File: src/rtl/irq_restart_pkg.sv
package irq_restart_pkg;

  typedef enum logic [2:0] {
    ST_IDLE,
    ST_FINISH,
    ST_ACK,
    ST_PUSH_HI,
    ST_PUSH_LO,
    ST_LOAD
  } seqState_t;

  // Strobes from control to datapath
  typedef struct packed {
    logic capReq;   // latch vector of the accepted request
    logic capCtx;   // latch return PC and SP
    logic capOp;    // latch restart opcode from the bus
    logic pushHi;   // write high byte of return PC
    logic pushLo;   // write low byte of return PC
    logic loadRegs; // present new SP and PC
    logic selVec;   // target comes from the vector, not the opcode
  } seqStrobe_t;

endpackage

File: src/rtl/irq_rst_decode.sv
module irq_rst_decode #(
  parameter int DATA_W = 8,
  parameter int ADDR_W = 16
) (
  input  logic [DATA_W-1:0] opcode,
  output logic [ADDR_W-1:0] target,
  output logic              badOp
);
  localparam int NUM_W   = 3;
  localparam int SHIFT_W = 3;  // 8 bytes per restart slot

  logic [NUM_W-1:0] rstNum;

  always_comb begin
    badOp  = !((opcode[7:6] == 2'b11) && (opcode[2:0] == 3'b111));
    rstNum = badOp ? {NUM_W{1'b1}} : opcode[5:3];
    target = '0;
    target[NUM_W+SHIFT_W-1:SHIFT_W] = rstNum;
  end

endmodule

File: src/rtl/irq_seq_ctrl.sv
module irq_seq_ctrl
  import irq_restart_pkg::*;
(
  input  logic       clk,
  input  logic       rstN,
  input  logic       instrBoundary,
  input  logic       reqValid,
  input  logic       reqVectored,
  input  logic       reqMaskable,
  output seqStrobe_t strb,
  output logic       ackN,
  output logic       ieClear,
  output logic       done
);

  seqState_t state, stateNxt;
  logic isVect, isMask;
  logic accept;

  assign accept = (state == ST_IDLE) && instrBoundary && reqValid;

  always_ff @(posedge clk or negedge rstN) begin
    if (!rstN) begin
      state  <= ST_IDLE;
      isVect <= 1'b0;
      isMask <= 1'b0;
    end else begin
      state <= stateNxt;
      if (accept) begin
        isVect <= reqVectored;
        isMask <= reqMaskable;
      end
    end
  end

  always_comb begin
    stateNxt = state;
    unique case (state)
      ST_IDLE:    if (accept) stateNxt = ST_FINISH;
      ST_FINISH:  stateNxt = isVect ? ST_PUSH_HI : ST_ACK;
      ST_ACK:     stateNxt = ST_PUSH_HI;
      ST_PUSH_HI: stateNxt = ST_PUSH_LO;
      ST_PUSH_LO: stateNxt = ST_LOAD;
      ST_LOAD:    stateNxt = ST_IDLE;
      default:    stateNxt = ST_IDLE;
    endcase
  end

  always_comb begin
    strb          = '0;
    strb.capReq   = accept;
    strb.capCtx   = (state == ST_FINISH);
    strb.capOp    = (state == ST_ACK);
    strb.pushHi   = (state == ST_PUSH_HI);
    strb.pushLo   = (state == ST_PUSH_LO);
    strb.loadRegs = (state == ST_LOAD);
    strb.selVec   = isVect;
  end

  assign ackN    = !(state == ST_ACK);
  assign ieClear = (state == ST_FINISH) && isMask;
  assign done    = (state == ST_LOAD);

  AST_ACK_NOT_VECTORED: assert property (@(posedge clk) disable iff (!rstN)
    !ackN |-> !strb.selVec);
  AST_ACK_SINGLE: assert property (@(posedge clk) disable iff (!rstN)
    !ackN |=> ackN);
  AST_HI_THEN_LO: assert property (@(posedge clk) disable iff (!rstN)
    strb.pushHi |=> strb.pushLo);
  AST_LO_AFTER_HI: assert property (@(posedge clk) disable iff (!rstN)
    strb.pushLo |-> $past(strb.pushHi));
  AST_DONE_AFTER_LO: assert property (@(posedge clk) disable iff (!rstN)
    done |-> $past(strb.pushLo));
  AST_DONE_PULSE: assert property (@(posedge clk) disable iff (!rstN)
    done |=> !done);
  AST_IECLR_PULSE: assert property (@(posedge clk) disable iff (!rstN)
    ieClear |=> !ieClear);
  AST_NO_REENTRY: assert property (@(posedge clk) disable iff (!rstN)
    (strb.capCtx || !ackN || strb.pushHi || strb.pushLo || done) |-> !strb.capReq);

endmodule

File: src/rtl/irq_seq_dpath.sv
module irq_seq_dpath
  import irq_restart_pkg::*;
#(
  parameter int DATA_W = 8,
  parameter int ADDR_W = 16
) (
  input  logic              clk,
  input  logic              rstN,
  input  seqStrobe_t        strb,
  input  logic [ADDR_W-1:0] reqVector,
  input  logic [DATA_W-1:0] dataIn,
  input  logic [ADDR_W-1:0] pcIn,
  input  logic [ADDR_W-1:0] spIn,
  output logic              memWe,
  output logic [ADDR_W-1:0] memAddr,
  output logic [DATA_W-1:0] memWdata,
  output logic              spLoad,
  output logic [ADDR_W-1:0] spNext,
  output logic              pcLoad,
  output logic [ADDR_W-1:0] pcNext,
  output logic              opError
);
  localparam int BYTES = 2;
  localparam logic [ADDR_W-1:0] ONE   = ADDR_W'(1);
  localparam logic [ADDR_W-1:0] DEPTH = ADDR_W'(BYTES);

  logic [ADDR_W-1:0] retPc, spReg, vecReg, opTarget;
  logic [DATA_W-1:0] opReg;
  logic              opBad;

  always_ff @(posedge clk or negedge rstN) begin
    if (!rstN) begin
      retPc  <= '0;
      spReg  <= '0;
      vecReg <= '0;
      opReg  <= '0;
    end else begin
      if (strb.capReq) vecReg <= reqVector;
      if (strb.capCtx) begin
        retPc <= pcIn;
        spReg <= spIn;
      end
      if (strb.capOp) opReg <= dataIn;
    end
  end

  irq_rst_decode #(.DATA_W(DATA_W), .ADDR_W(ADDR_W)) decode_i (
    .opcode (opReg),
    .target (opTarget),
    .badOp  (opBad)
  );

  assign memWe    = strb.pushHi || strb.pushLo;
  assign memAddr  = strb.pushHi ? (spReg - ONE) : (spReg - DEPTH);
  assign memWdata = strb.pushHi ? retPc[ADDR_W-1:DATA_W] : retPc[DATA_W-1:0];
  assign spLoad   = strb.loadRegs;
  assign pcLoad   = strb.loadRegs;
  assign spNext   = spReg - DEPTH;
  assign pcNext   = strb.selVec ? vecReg : opTarget;
  assign opError  = strb.loadRegs && !strb.selVec && opBad;

  AST_LO_ADDR_STEP: assert property (@(posedge clk) disable iff (!rstN)
    strb.pushLo |-> memAddr == $past(memAddr) - ONE);
  AST_SP_AT_LAST_WRITE: assert property (@(posedge clk) disable iff (!rstN)
    strb.loadRegs |-> spNext == $past(memAddr));
  AST_ERR_ONLY_DONE: assert property (@(posedge clk) disable iff (!rstN)
    opError |-> strb.loadRegs);
  AST_TARGET_ALIGNED: assert property (@(posedge clk) disable iff (!rstN)
    (strb.loadRegs && !strb.selVec) |-> (pcNext[2:0] == 3'b000 && (pcNext >> 6) == '0));

endmodule

File: src/rtl/irq_restart_seq.sv
module irq_restart_seq
  import irq_restart_pkg::*;
#(
  parameter int DATA_W = 8,
  parameter int ADDR_W = 2 * DATA_W
) (
  input  logic              clk,
  input  logic              rstN,
  input  logic              instrBoundary,
  input  logic              reqValid,
  input  logic              reqVectored,
  input  logic              reqMaskable,
  input  logic [ADDR_W-1:0] reqVector,
  input  logic [DATA_W-1:0] dataIn,
  input  logic [ADDR_W-1:0] pcIn,
  input  logic [ADDR_W-1:0] spIn,
  output logic              ackN,
  output logic              memWe,
  output logic [ADDR_W-1:0] memAddr,
  output logic [DATA_W-1:0] memWdata,
  output logic              spLoad,
  output logic [ADDR_W-1:0] spNext,
  output logic              pcLoad,
  output logic [ADDR_W-1:0] pcNext,
  output logic              done,
  output logic              ieClear,
  output logic              opError
);

  seqStrobe_t strb;

  irq_seq_ctrl ctrl_i (
    .clk           (clk),
    .rstN          (rstN),
    .instrBoundary (instrBoundary),
    .reqValid      (reqValid),
    .reqVectored   (reqVectored),
    .reqMaskable   (reqMaskable),
    .strb          (strb),
    .ackN          (ackN),
    .ieClear       (ieClear),
    .done          (done)
  );

  irq_seq_dpath #(.DATA_W(DATA_W), .ADDR_W(ADDR_W)) dpath_i (
    .clk       (clk),
    .rstN      (rstN),
    .strb      (strb),
    .reqVector (reqVector),
    .dataIn    (dataIn),
    .pcIn      (pcIn),
    .spIn      (spIn),
    .memWe     (memWe),
    .memAddr   (memAddr),
    .memWdata  (memWdata),
    .spLoad    (spLoad),
    .spNext    (spNext),
    .pcLoad    (pcLoad),
    .pcNext    (pcNext),
    .opError   (opError)
  );

  AST_LOADS_TOGETHER: assert property (@(posedge clk) disable iff (!rstN)
    done |-> (spLoad && pcLoad && ackN && !memWe));
  AST_WRITE_NO_ACK: assert property (@(posedge clk) disable iff (!rstN)
    memWe |-> (ackN && !done && !ieClear));

endmodule

File: config.mk
export PLATFORM = sky130hd
export DESIGN_NAME = irq_restart_seq
export DESIGN_NICKNAME = d
export VERILOG_FILES = /design/src/rtl/irq_restart_pkg.sv /design/src/rtl/irq_rst_decode.sv /design/src/rtl/irq_seq_ctrl.sv /design/src/rtl/irq_seq_dpath.sv /design/src/rtl/irq_restart_seq.sv
export SDC_FILE = /design/constraint.sdc
export NUM_CORES = 1
export LEC_CHECK = 0
export ABC_AREA = 0
export BUFFER_PORTS_ARGS = -buffer_cell sky130_fd_sc_hd__buf_4
export CAP_MARGIN = 20
export CORE_UTILIZATION = 50
export CTS_CLUSTER_DIAMETER = 100
export DETAILED_ROUTE_END_ITERATION = 7
export PLACE_DENSITY_LB_ADDON = 0.1
export SLEW_MARGIN = 20
export SYNTH_ARGS = -nofsm -noshare
export SYNTH_HDL_FRONTEND = slang
export SYNTH_SLANG_ARGS = --single-unit
export TNS_END_PERCENT = 1
File: constraint.sdc
create_clock -name clk -period 7.4 [get_ports clk]
set_clock_uncertainty 0.1 [all_clocks]
set_input_delay 1.48 -clock clk [delete_from_list [all_inputs] [get_ports clk]]
set_output_delay 1.48 -clock clk [all_outputs]
set_load 0.02 [all_outputs]
==> results of run 1 <==
-- registers in the layout (all words and copies together), names as in the netlist --
register and cells:
dpath_i.vecReg 16, dpath_i.retPc 16, ctrl_i.isVect 1, dpath_i.opReg 8, dpath_i.spReg 16, ctrl_i.state 3
ctrl_i.isMask 1
-- path summary, 6_finish.rpt --
| check | end | slack, ns | depth (start not counted) | from |
|---|---|---|---|---|
| max | memAddr[12] | 3.10 | 5 | ctrl_i.state[1] |
| max in group asynchronous | dpath_i.spReg[6] | 5.55 | 1 | rstN |
| min in group asynchronous | dpath_i.spReg[10] | 1.11 | 1 | rstN |
| min reg2reg | dpath_i.vecReg[3] | 0.40 | 1 | dpath_i.vecReg[3] |
| min | dpath_i.vecReg[3] | 0.40 | 1 | dpath_i.vecReg[3] |
| max reg2reg | ctrl_i.isMask | 5.36 | 3 | ctrl_i.state[2] |
-- cells in the final DEF (no fill, tap or decap), drive strengths merged, types with 3 or more instances in the layout --
master    n
xor2     21
mux2i     5
xnor2     6
clkbuf   10
buf     125
o21ai     8
nor3      8
nand2    11
mux2     63
inv       5
and2     15
ha        3
nor2     12
dfrtp    61
nor4      4
clkinv    5
-- metrics by stage --
step	total power (W)	hold WS (ns)	cell area, µm²	instances	setup WS, ns
finish	0.002110	0.4008	4265	460	3.098
global route	0.002254	0.4139	4265	460	2.942
CTS	0.002135	0.4020	4265	460	3.040
detailed placement	0.001886	0.3871	4109	445	3.425
global placement	0.001856	0.3714	4109	445	3.537
floorplan	0.001451	0.3579	3197	267	3.750
-- cell families (layout without fill, tap and decap cells) --
kind of cell | Yosys count | count (layout) | synth area share [%]
adder cells (fa/ha/maj) | 3 | 3 | 1.174
AND/OR/NAND/NOR | 66 | 66 | 12.60
multiplexers | 68 | 68 | 23.76
buffers and inverters | 27 | 145 | 4.501
flip-flops | 61 | 61 | 47.75
XOR/XNOR | 27 | 27 | 7.397
AO/OA/AOI/OAI | 15 | 15 | 2.818
-- critical path: stages (launching register included) --
cell and delay (ns):
dfrtp_1 0.51, nand3b_1 0.61, mux2i_1 0.79, nor3_1 0.13
xor2_1 0.19, buf_4 0.17
-- power groups by stage --
| stage | Combinational [W] | Sequential [W] | Clock [W] |
|---|---|---|---|
| 2_1_floorplan | 0.000864 | 0.000587 | 0 |
| 3_3_place_gp | 0.00118 | 0.000673 | 0 |
| 3_5_place_dp | 0.00120 | 0.000684 | 0 |
| 4_1_cts | 0.00121 | 0.000678 | 0.000250 |
| 5_1_grt | 0.00128 | 0.000708 | 0.000266 |
| 6_report | 0.00119 | 0.000677 | 0.000243 |
-- cell type report --
class / count / area [µm²]
clock inverter: 5 / 28.78
timing repair buffer: 125 / 938.4
fill: 478 / 1795
inverter: 5 / 18.77
clock buffer: 10 / 127.6
multi-input combinational: 179 / 1531
tap: 75 / 93.84
sequential: 61 / 1526
-- per-layer routing --
layer,vias up,GRT usage (%)
li1,1145,-
met1,1122,26.30
met2,86,34.88
met3,7,5.778
met4,0,9.649
met5,-,0
==> impl_results.md, run 1 <==
* Horiz. Die Dim at 81.96 µm
* Largest net degree at the start of global routing at a little over 60
* Post-Syn Area at about 3200 µm²
* Min cycle time layout at 4.302 ns
* Post-synth ARST share at 100.0%
* IO Count at 125
* Final worst path period share at approximately three fifths
* Max Fclk at 232.4 MHz
* Initial Utilization at a little over half
* Number of hold buffers added after cts at 0
* Post-CTS Repair Setup Buffers at 0
* Die area at 6717 µm²
* I/O Buffers at between 100 and 150
* Normalized max-slew margin at 43.81%
* Fraction of layout cells with a size suffix above 1 at 54.55%
* Setup violators final at 0
* Placeable Area at 6061 µm²
* DRC at 0
* Ant. Diodes at 0
* Pre-Repair DR Iteration Count at 4
* Leakage at 2.015 nW
* HPWL Detailed at 4949 µm
* Initial antenna violation count at 0
* Max Cap Violations at 0
* First-pass GRT wire length at 10680 µm
* Vias per inst at 5.130
* CTS Buf Count at 9
* Met1 wire length at 2915 µm
* Detail Route met2 WL at roughly 3400 µm
* Synthesized net count at 332
* Sequential-to-total area share from yosys stat at 47.75%
* Sw Pwr at 0.0008886 W
* Switching portion of total power at 42.11%
* EDFF count, synth at 0
* Avg WL per Cell at 14.96 µm
* Clock Pin Slew Worst Setup and Hold Paths at roughly 0.06 ns
* Skew-Pair Late Insertion Delay at about 0.32 ns
* Worst Path Arrival at about 2.7 ns
* Area Growth Syn to Fin at 33.42%
* Cells after Synth at 267
* Max Slew Vio Count at 0
* Root buf cell: clkbuf_8
* Seq cells post-synth at 61
* Post-route ant nets at 0
* Worst-path maximum fanout at 17
* Hold Vio Cnt, Final at 0
* Crit end category: output pin
* Ys Warns at 0
* Num rows at 28
* Total vias in the final route at roughly 2400
* Drt initial violations at 98
* Final Core Density at 70.38%
* Area share of the largest cell type after synthesis at between 40% and 50%
* Congestion Overflow GR at 0
* Die Y at between 80 and 90 µm
* Peak supply drop at 264.5 µV
* Clock network power share at 11.5%
* Fin nets at 446
* Clock Tree Buf Depth at 2
* Run status: finished, final reports clean
* Internal Power at 0.001222 W
* Worst Setup Start Kind: flop
* Top post-synthesis cells by area: dfrtp_1 48%, mux2_2 22%, xor2_1 5.8%
* Most frequent cell after synthesis: mux2_2
* Global Route Usage Sum at 21.37%
* CP Class: reg2out
* Synth Area per Inst at 11.97 µm²
* WL met3 at 492 µm
* Post-cts resize count at 0
* Number of global-route vias before repair at 2341
* Pwr per Cell Area at 494.8 nW/µm²
* GPL Wtd Cong at 0.7799
* CTS tree: yes
* Prevailing post-synth register cell: dfrtp_1
* Worst EP required at 5.82 ns
* Unrepaired setup endpoints after global routing: no
* Actual slew at the worst max-slew pin at 0.8422 ns
* H-tree levels at 3
* Post-synth cell types at 39
* Flop pwr share at 32.1%
* Min-delay worst type: reg2reg
* Final Routed Wirelength at 6883 µm
* Logic pwr share at 56.4%
* Clock sinks at 61
* Commonest cells in the netlist: 62 x mux2_2, 61 x dfrtp_1, 21 x xor2_1, 15 x and2_1, 12 x nor2_1
* Biggest area consumer among synthesized cells: dfrtp_1
* Max Used Layer: met4
* Fin Setup TNS at 0 ns
Note: power is estimated with default switching activity, not from simulation.
==> inputs of run 2 (changes only) <==
--- a/config.mk
+++ b/config.mk
@@ -8,7 +8,7 @@
 export ABC_AREA = 0
 export BUFFER_PORTS_ARGS = -buffer_cell sky130_fd_sc_hd__buf_4
 export CAP_MARGIN = 20
-export CORE_UTILIZATION = 50
+export CORE_UTILIZATION = 44
 export CTS_CLUSTER_DIAMETER = 100
 export DETAILED_ROUTE_END_ITERATION = 7
 export PLACE_DENSITY_LB_ADDON = 0.1
==> constraint.sdc (replaced) <==
create_clock -name clk -period 3.6 [get_ports clk]
set_clock_uncertainty 0.1 [all_clocks]
set_input_delay 0.72 -clock clk [delete_from_list [all_inputs] [get_ports clk]]
set_output_delay 0.72 -clock clk [all_outputs]
set_load 0.02 [all_outputs]
==> run 2 against run 1 <==
Compared with the run above:
- via count is 0.85% lower
- global-route usage is 2.4 points lower
- sequential cell count stayed put
- sequential power is 110% higher
- critical path depth stayed put
- clock power is 140% higher
- die area is 13% higher
- largest power group unchanged
==> impl_results.md, run 2 (synthesized netlist as in run 1, its figures left out) <==
* CTS tree: yes
* Worst-path cell with the longest stage delay: or4_4
* Worst Path Arrival at roughly 2.5 ns
* Peak supply drop at 462.0 µV
* Normalized max-slew margin at 44.48%
* Final Routed Wirelength at about 6900 µm
* Fin Setup TNS at 0 ns
* Initial Utilization at 46.29%
* Worst-path maximum fanout at 8
* Initial antenna violation count at 0
* Sw Pwr at 0.001820 W
* Flop pwr share at between 30% and 40%
* Multi-input logic area at approximately 1500 µm²
* IO Count at 125
* Congestion Overflow GR at 0
* Global Route Usage Sum at 18.97%
* Tot Pwr at between 0.004 and 0.005 W
* Unrepaired setup endpoints after global routing: no
* Skew-Pair Late Insertion Delay at 0.33 ns
* Setup ws final at 0.3177 ns
* Die area at 7610 µm²
* Clock network power share at 13.4%
* Min-delay worst type: in2async
* Crit path from: dpath_i.spReg[5]
* Fraction of layout cells with a size suffix above 1 at 54.52%
* CP delay by family, top: simple AND/OR/NAND/NOR gates
* Clock Tree Buf Depth at 2
* Actual slew at the worst max-slew pin at between 0.8 and 0.9 ns
* Crit path to: memAddr[14]
* Min cycle time layout at 3.282 ns
* Final worst path period share at 91.17%
* Pre-Repair DR Iteration Count at 4
* Commonest cells after routing, fill and taps aside: 126 x buf_4, 62 x mux2_2, 61 x dfrtp_1, 21 x xor2_1, 15 x and2_1
* HPWL Detailed at 4968 µm
* Area Growth Syn to Fin at 35.62%
* Worst EP required at 2.78 ns
* Worst r2r src: ctrl_i.state[2]
* RR Endpoint: dpath_i.vecReg[11]
* Post-route ant nets at 0
* CP Class: reg2out
* Run status: finished, final reports clean
* Post-cts resize count at 0
* H-tree levels at 3
* Logic pwr share at 55.3%
* Sequential Area at roughly 1500 µm²
* Number of global-route vias before repair at 2294
* Num rows at 30
* Pwr per Cell Area at 1022 nW/µm²
* Setup violators final at 0
* Clock Pin Slew Worst Setup and Hold Paths at 0.07 ns
* Commonest non-fill, non-tap cell in the layout: buf_4
* Hold Vio Cnt, Final at 0
* Largest net degree at the start of global routing at 62
* Max Cap Violations at 0
* Horiz. Die Dim at 87.24 µm
* DRC at 0
* Clock sinks at 61
* Final-layout fill cell count at 629
* Worst Setup Start Kind: flop
* Switching portion of total power at 41.07%
* Reg-to-reg setup timing slack at 1.56 ns
* I/O Buffers at 124
* Crit path cell chain: or4_4, or3_1, nor3_1, xor2_1, buf_4
* Drt initial violations at 52
* Hold slack at 0.3582 ns
* CTS Buf Count at 9
* Max Fclk at 304.7 MHz
* Fin nets at 447
* Post-CTS Repair Setup Buffers at 0
* Die Y at slightly below 90 µm
* Internal Power at about 0.0026 W
* Placeable Area at a little under 7000 µm²
* Avg WL per Cell at 14.28 µm
* DP Worst Slack at 0.6476 ns
* Largest registers: dpath_i.retPc (16), dpath_i.spReg (16), dpath_i.vecReg (16)
* Vias per inst at 4.845
* Ant. Diodes at 0
* First-pass GRT wire length at 10830 µm
* Worst path buffer plus inverter count at 1
* Number of hold buffers added after cts at 0
* Cells on worst reg2reg path at 3
* CP peak stage delay at between 0.5 and 0.6 ns
* Max Slew Vio Count at 0
* Crit end category: output pin
* GPL Wtd Cong at 0.7526
* Root buf cell: clkbuf_8
* WP depth at 5
* Total vias in the final route at 2340
* Leakage at 2.030 nW
-- run 2: layer usage --
metal	wire [µm]	track usage (%)	share of wire, %
met2	3440	31.21	50
met5	0	0	0
met1	2880	22.91	42
met4	98	8.644	1.4
met3	475	5.782	6.9
-- run 2: how the worst min path moves through the flow --
stage | slack [ns] | end | depth (start not counted)
global route | 0.42 | dpath_i.vecReg[15] | 1
floorplan | 0.32 | ctrl_i.isMask | 0
finish | 0.36 | dpath_i.retPc[6] | 1
CTS | 0.39 | dpath_i.retPc[5] | 1
detailed placement | 0.39 | dpath_i.vecReg[8] | 1
global placement | 0.38 | dpath_i.vecReg[10] | 1
-- run 2: cell type report --
type	instances	share of cell area, %
Clock buffer	12	3.348
Inverter	5	0.4329
Clock inverter	4	1.097
Sequential cell	61	35.21
Tap cell	96	2.771
Multi-Input combinational cell	179	35.32
Timing Repair Buffer	126	21.82
-- run 2: power by group through the flow --
stage          logic (W)  registers, W  clock network [W]
3_3_place_gp     0.00245       0.00138                  0
5_1_grt          0.00263       0.00145           0.000649
2_1_floorplan    0.00178       0.00121                  0
3_5_place_dp     0.00247       0.00140                  0
6_report         0.00245       0.00139           0.000594
4_1_cts          0.00248       0.00139           0.000617
-- run 2: metrics by stage --
step | utilization, % | area [µm²] | instances
floorplan | - | 3197 | 267
global placement | 59.98 | 4143 | 467
detailed placement | 59.98 | 4143 | 467
CTS | 62.77 | 4335 | 483
global route | 62.77 | 4335 | 483
finish | 62.77 | 4335 | 483
==> inputs of run 3 (changes only) <==
--- a/config.mk
+++ b/config.mk
@@ -12,6 +12,7 @@
 export CTS_CLUSTER_DIAMETER = 100
 export DETAILED_ROUTE_END_ITERATION = 7
 export PLACE_DENSITY_LB_ADDON = 0.1
+export REMOVE_ABC_BUFFERS = 1
 export SLEW_MARGIN = 20
 export SYNTH_ARGS = -nofsm -noshare
 export SYNTH_HDL_FRONTEND = slang
==> run 3 against run 2 <==
Compared with the run above:
- sequential share of layout area up 0.12 points
- first-iteration DRC count grew 52%
- clock power shrank 7.9%
- global-route usage barely moved
- wire length shrank 0.81%
- setup slack better by 0.0030 ns
- non-clock buffer count did not move
- power is 1.2% lower
- cell count is the same
- register-to-register slack about the same
- largest power group unchanged
==> impl_results.md, run 3 (synthesized netlist as in run 1, its figures left out) <==
* Pre-Repair DR Iteration Count at 4
* Area Growth Syn to Fin at 35.15%
* Vias per inst at 4.865
* CTS tree: yes
* Crit path cell chain: inv_1, ha_1, nor2b_1, nand2_1, nor3b_1, xor2_1, buf_4
* Worst-path cell with the longest stage delay: dfrtp_1
* Fin nets at 447
* Worst Setup Start Kind: flop
* CTS Buf Count at 9
* Final Routed Wirelength at between 6000 and 7000 µm
* Max Cap Violations at 0
* Drt initial violations at 79
* Run status: finished, final reports clean
* Root buf cell: clkbuf_8
* GR Util met2 at 30.42%
* Sequential Area at 1526 µm²
* Dpl cells at 467
* Worst-path maximum fanout at 8
* Commonest non-fill, non-tap cell in the layout: buf_4
* Count of non-filler cells in the finished layout at 483
* Hold slack at 0.3641 ns
* Placeable Area at 6907 µm²
* Leakage at 2.026 nW
* Congestion Overflow GR at 0
* Crit end category: output pin
* GPL Wtd Cong at 0.7746
* Post-cts resize count at 0
* Clock sinks at 61
* Normalized max-slew margin at 42.35%
* Initial Utilization at 46.29%
* Max Fclk at 304.9 MHz
* Ant. Diodes at 0
* CP Class: reg2out
* HPWL Detailed at about 5000 µm
* Post-CTS Repair Setup Buffers at 0
* Horiz. Die Dim at 87.24 µm
* Worst EP required at 2.78 ns
* Worst Path Arrival at 2.46 ns
* Pwr per Cell Area at 1013 nW/µm²
* Cells on worst reg2reg path at 3
* CP peak stage delay at about 0.50 ns
* Max Slew Vio Count at 0
* Peak supply drop at 559.9 µV
* Final worst path period share at 91.09%
* Largest net degree at the start of global routing at a little over 60
* Clock Pin Slew Worst Setup and Hold Paths at ~0.07 ns
* First-pass GRT wire length at 10910 µm
* Skew-Pair Late Insertion Delay at 0.33 ns
* Num rows at 30
* DRC at 0
* RR Endpoint: dpath_i.vecReg[7]
* Die area at 7610 µm²
* Tot Pwr at 0.004378 W
* Total vias in the final route at 2350
* Reg-to-reg setup timing slack at 1.56 ns
* Min-delay worst type: in2async
* Multi-input logic area at 1531 µm²
* Fraction of layout cells with a size suffix above 1 at 54.78%
* Worst path buffer plus inverter count at 2
* Final-layout fill cell count at slightly above 600
* Hold Vio Cnt, Final at 0
* Clock Tree Buf Depth at 2
* Post-route ant nets at 0
* Die Y at 87.24 µm
* Grt met1 use at 24.24%
* Actual slew at the worst max-slew pin at 0.8640 ns
* Number of global-route vias before repair at 2348
* CP delay by family, top: simple AND/OR/NAND/NOR gates
* H-tree levels at 3
* Fin area at 4320 µm²
* Min cycle time layout at between 3 and 4 ns
* Number of hold buffers added after cts at 0
* IO Count at 125
* Global Route Usage Sum at 18.97%
* Met3 usage at 5.024%
* Grt peak-use layer: met2
* Commonest cells after routing, fill and taps aside: 126 x buf_4, 62 x mux2_2, 61 x dfrtp_1, 21 x xor2_1, 15 x and2_1
* Avg WL per Cell at 14.16 µm
* Unrepaired setup endpoints after global routing: no
* Setup violators final at 0
* Initial antenna violation count at 0
* I/O Buffers at between 100 and 150
* Placed instance area at 4143 µm²
* Worst r2r src: ctrl_i.state[2]
* Largest registers: dpath_i.retPc (16), dpath_i.spReg (16), dpath_i.vecReg (16)
[run 3: cell types whose count changed in the layout (fill, tap and decap cells not counted), sizes merged]
cell | previous run | this run
bufinv | 1 | 0
clkinv | 2 | 3
[run 3: area by class of cell]
cell class / count / area share [%]
Clock buffer: 12 / 3.591
Clock inverter: 4 / 0.5213
Inverter: 5 / 0.4344
Multi-Input combinational cell: 179 / 35.45
Sequential cell: 61 / 35.33
Tap cell: 96 / 2.780
Timing Repair Buffer: 126 / 21.89
[run 3: layer usage]
layer | vias up | wire length, µm
met5 | - | 0
met4 | 0 | 118
met3 | 11 | 398
met2 | 80 | 3314
met1 | 1114 | 3007
li1 | 1145 | -
[run 3: through the flow]
stage	utilization [%]	setup WS, ns	setup TNS (ns)
detailed placement	59.98	0.6741	0
global placement	59.98	0.7174	0
floorplan	-	-0.5950	-1.039
global route	62.55	0.1211	0
CTS	62.55	0.2991	0
finish	62.55	0.3207	0
[run 3: how the worst max path moves through the flow]
stage	start	end	slack [ns]	cells past startpoint
final	dpath_i.spReg[1]	memAddr[11]	0.32	7
after global routing	dpath_i.spReg[1]	memAddr[11]	0.12	7
after CTS	dpath_i.spReg[1]	memAddr[11]	0.30	7
after detailed placement	dpath_i.spReg[1]	memAddr[11]	0.67	7
after global placement	dpath_i.spReg[3]	memAddr[12]	0.72	5
after floorplan	ctrl_i.state[1]	ieClear	-0.60	2
[run 3: where the power goes]
part	switching [W]	internal, W	leakage, nW
Sequential	0.000347	0.00104	0.720
Clock	0.000263	0.000284	0.0921
Combinational	0.00121	0.00123	1.21
Total	0.00182	0.00256	2.03
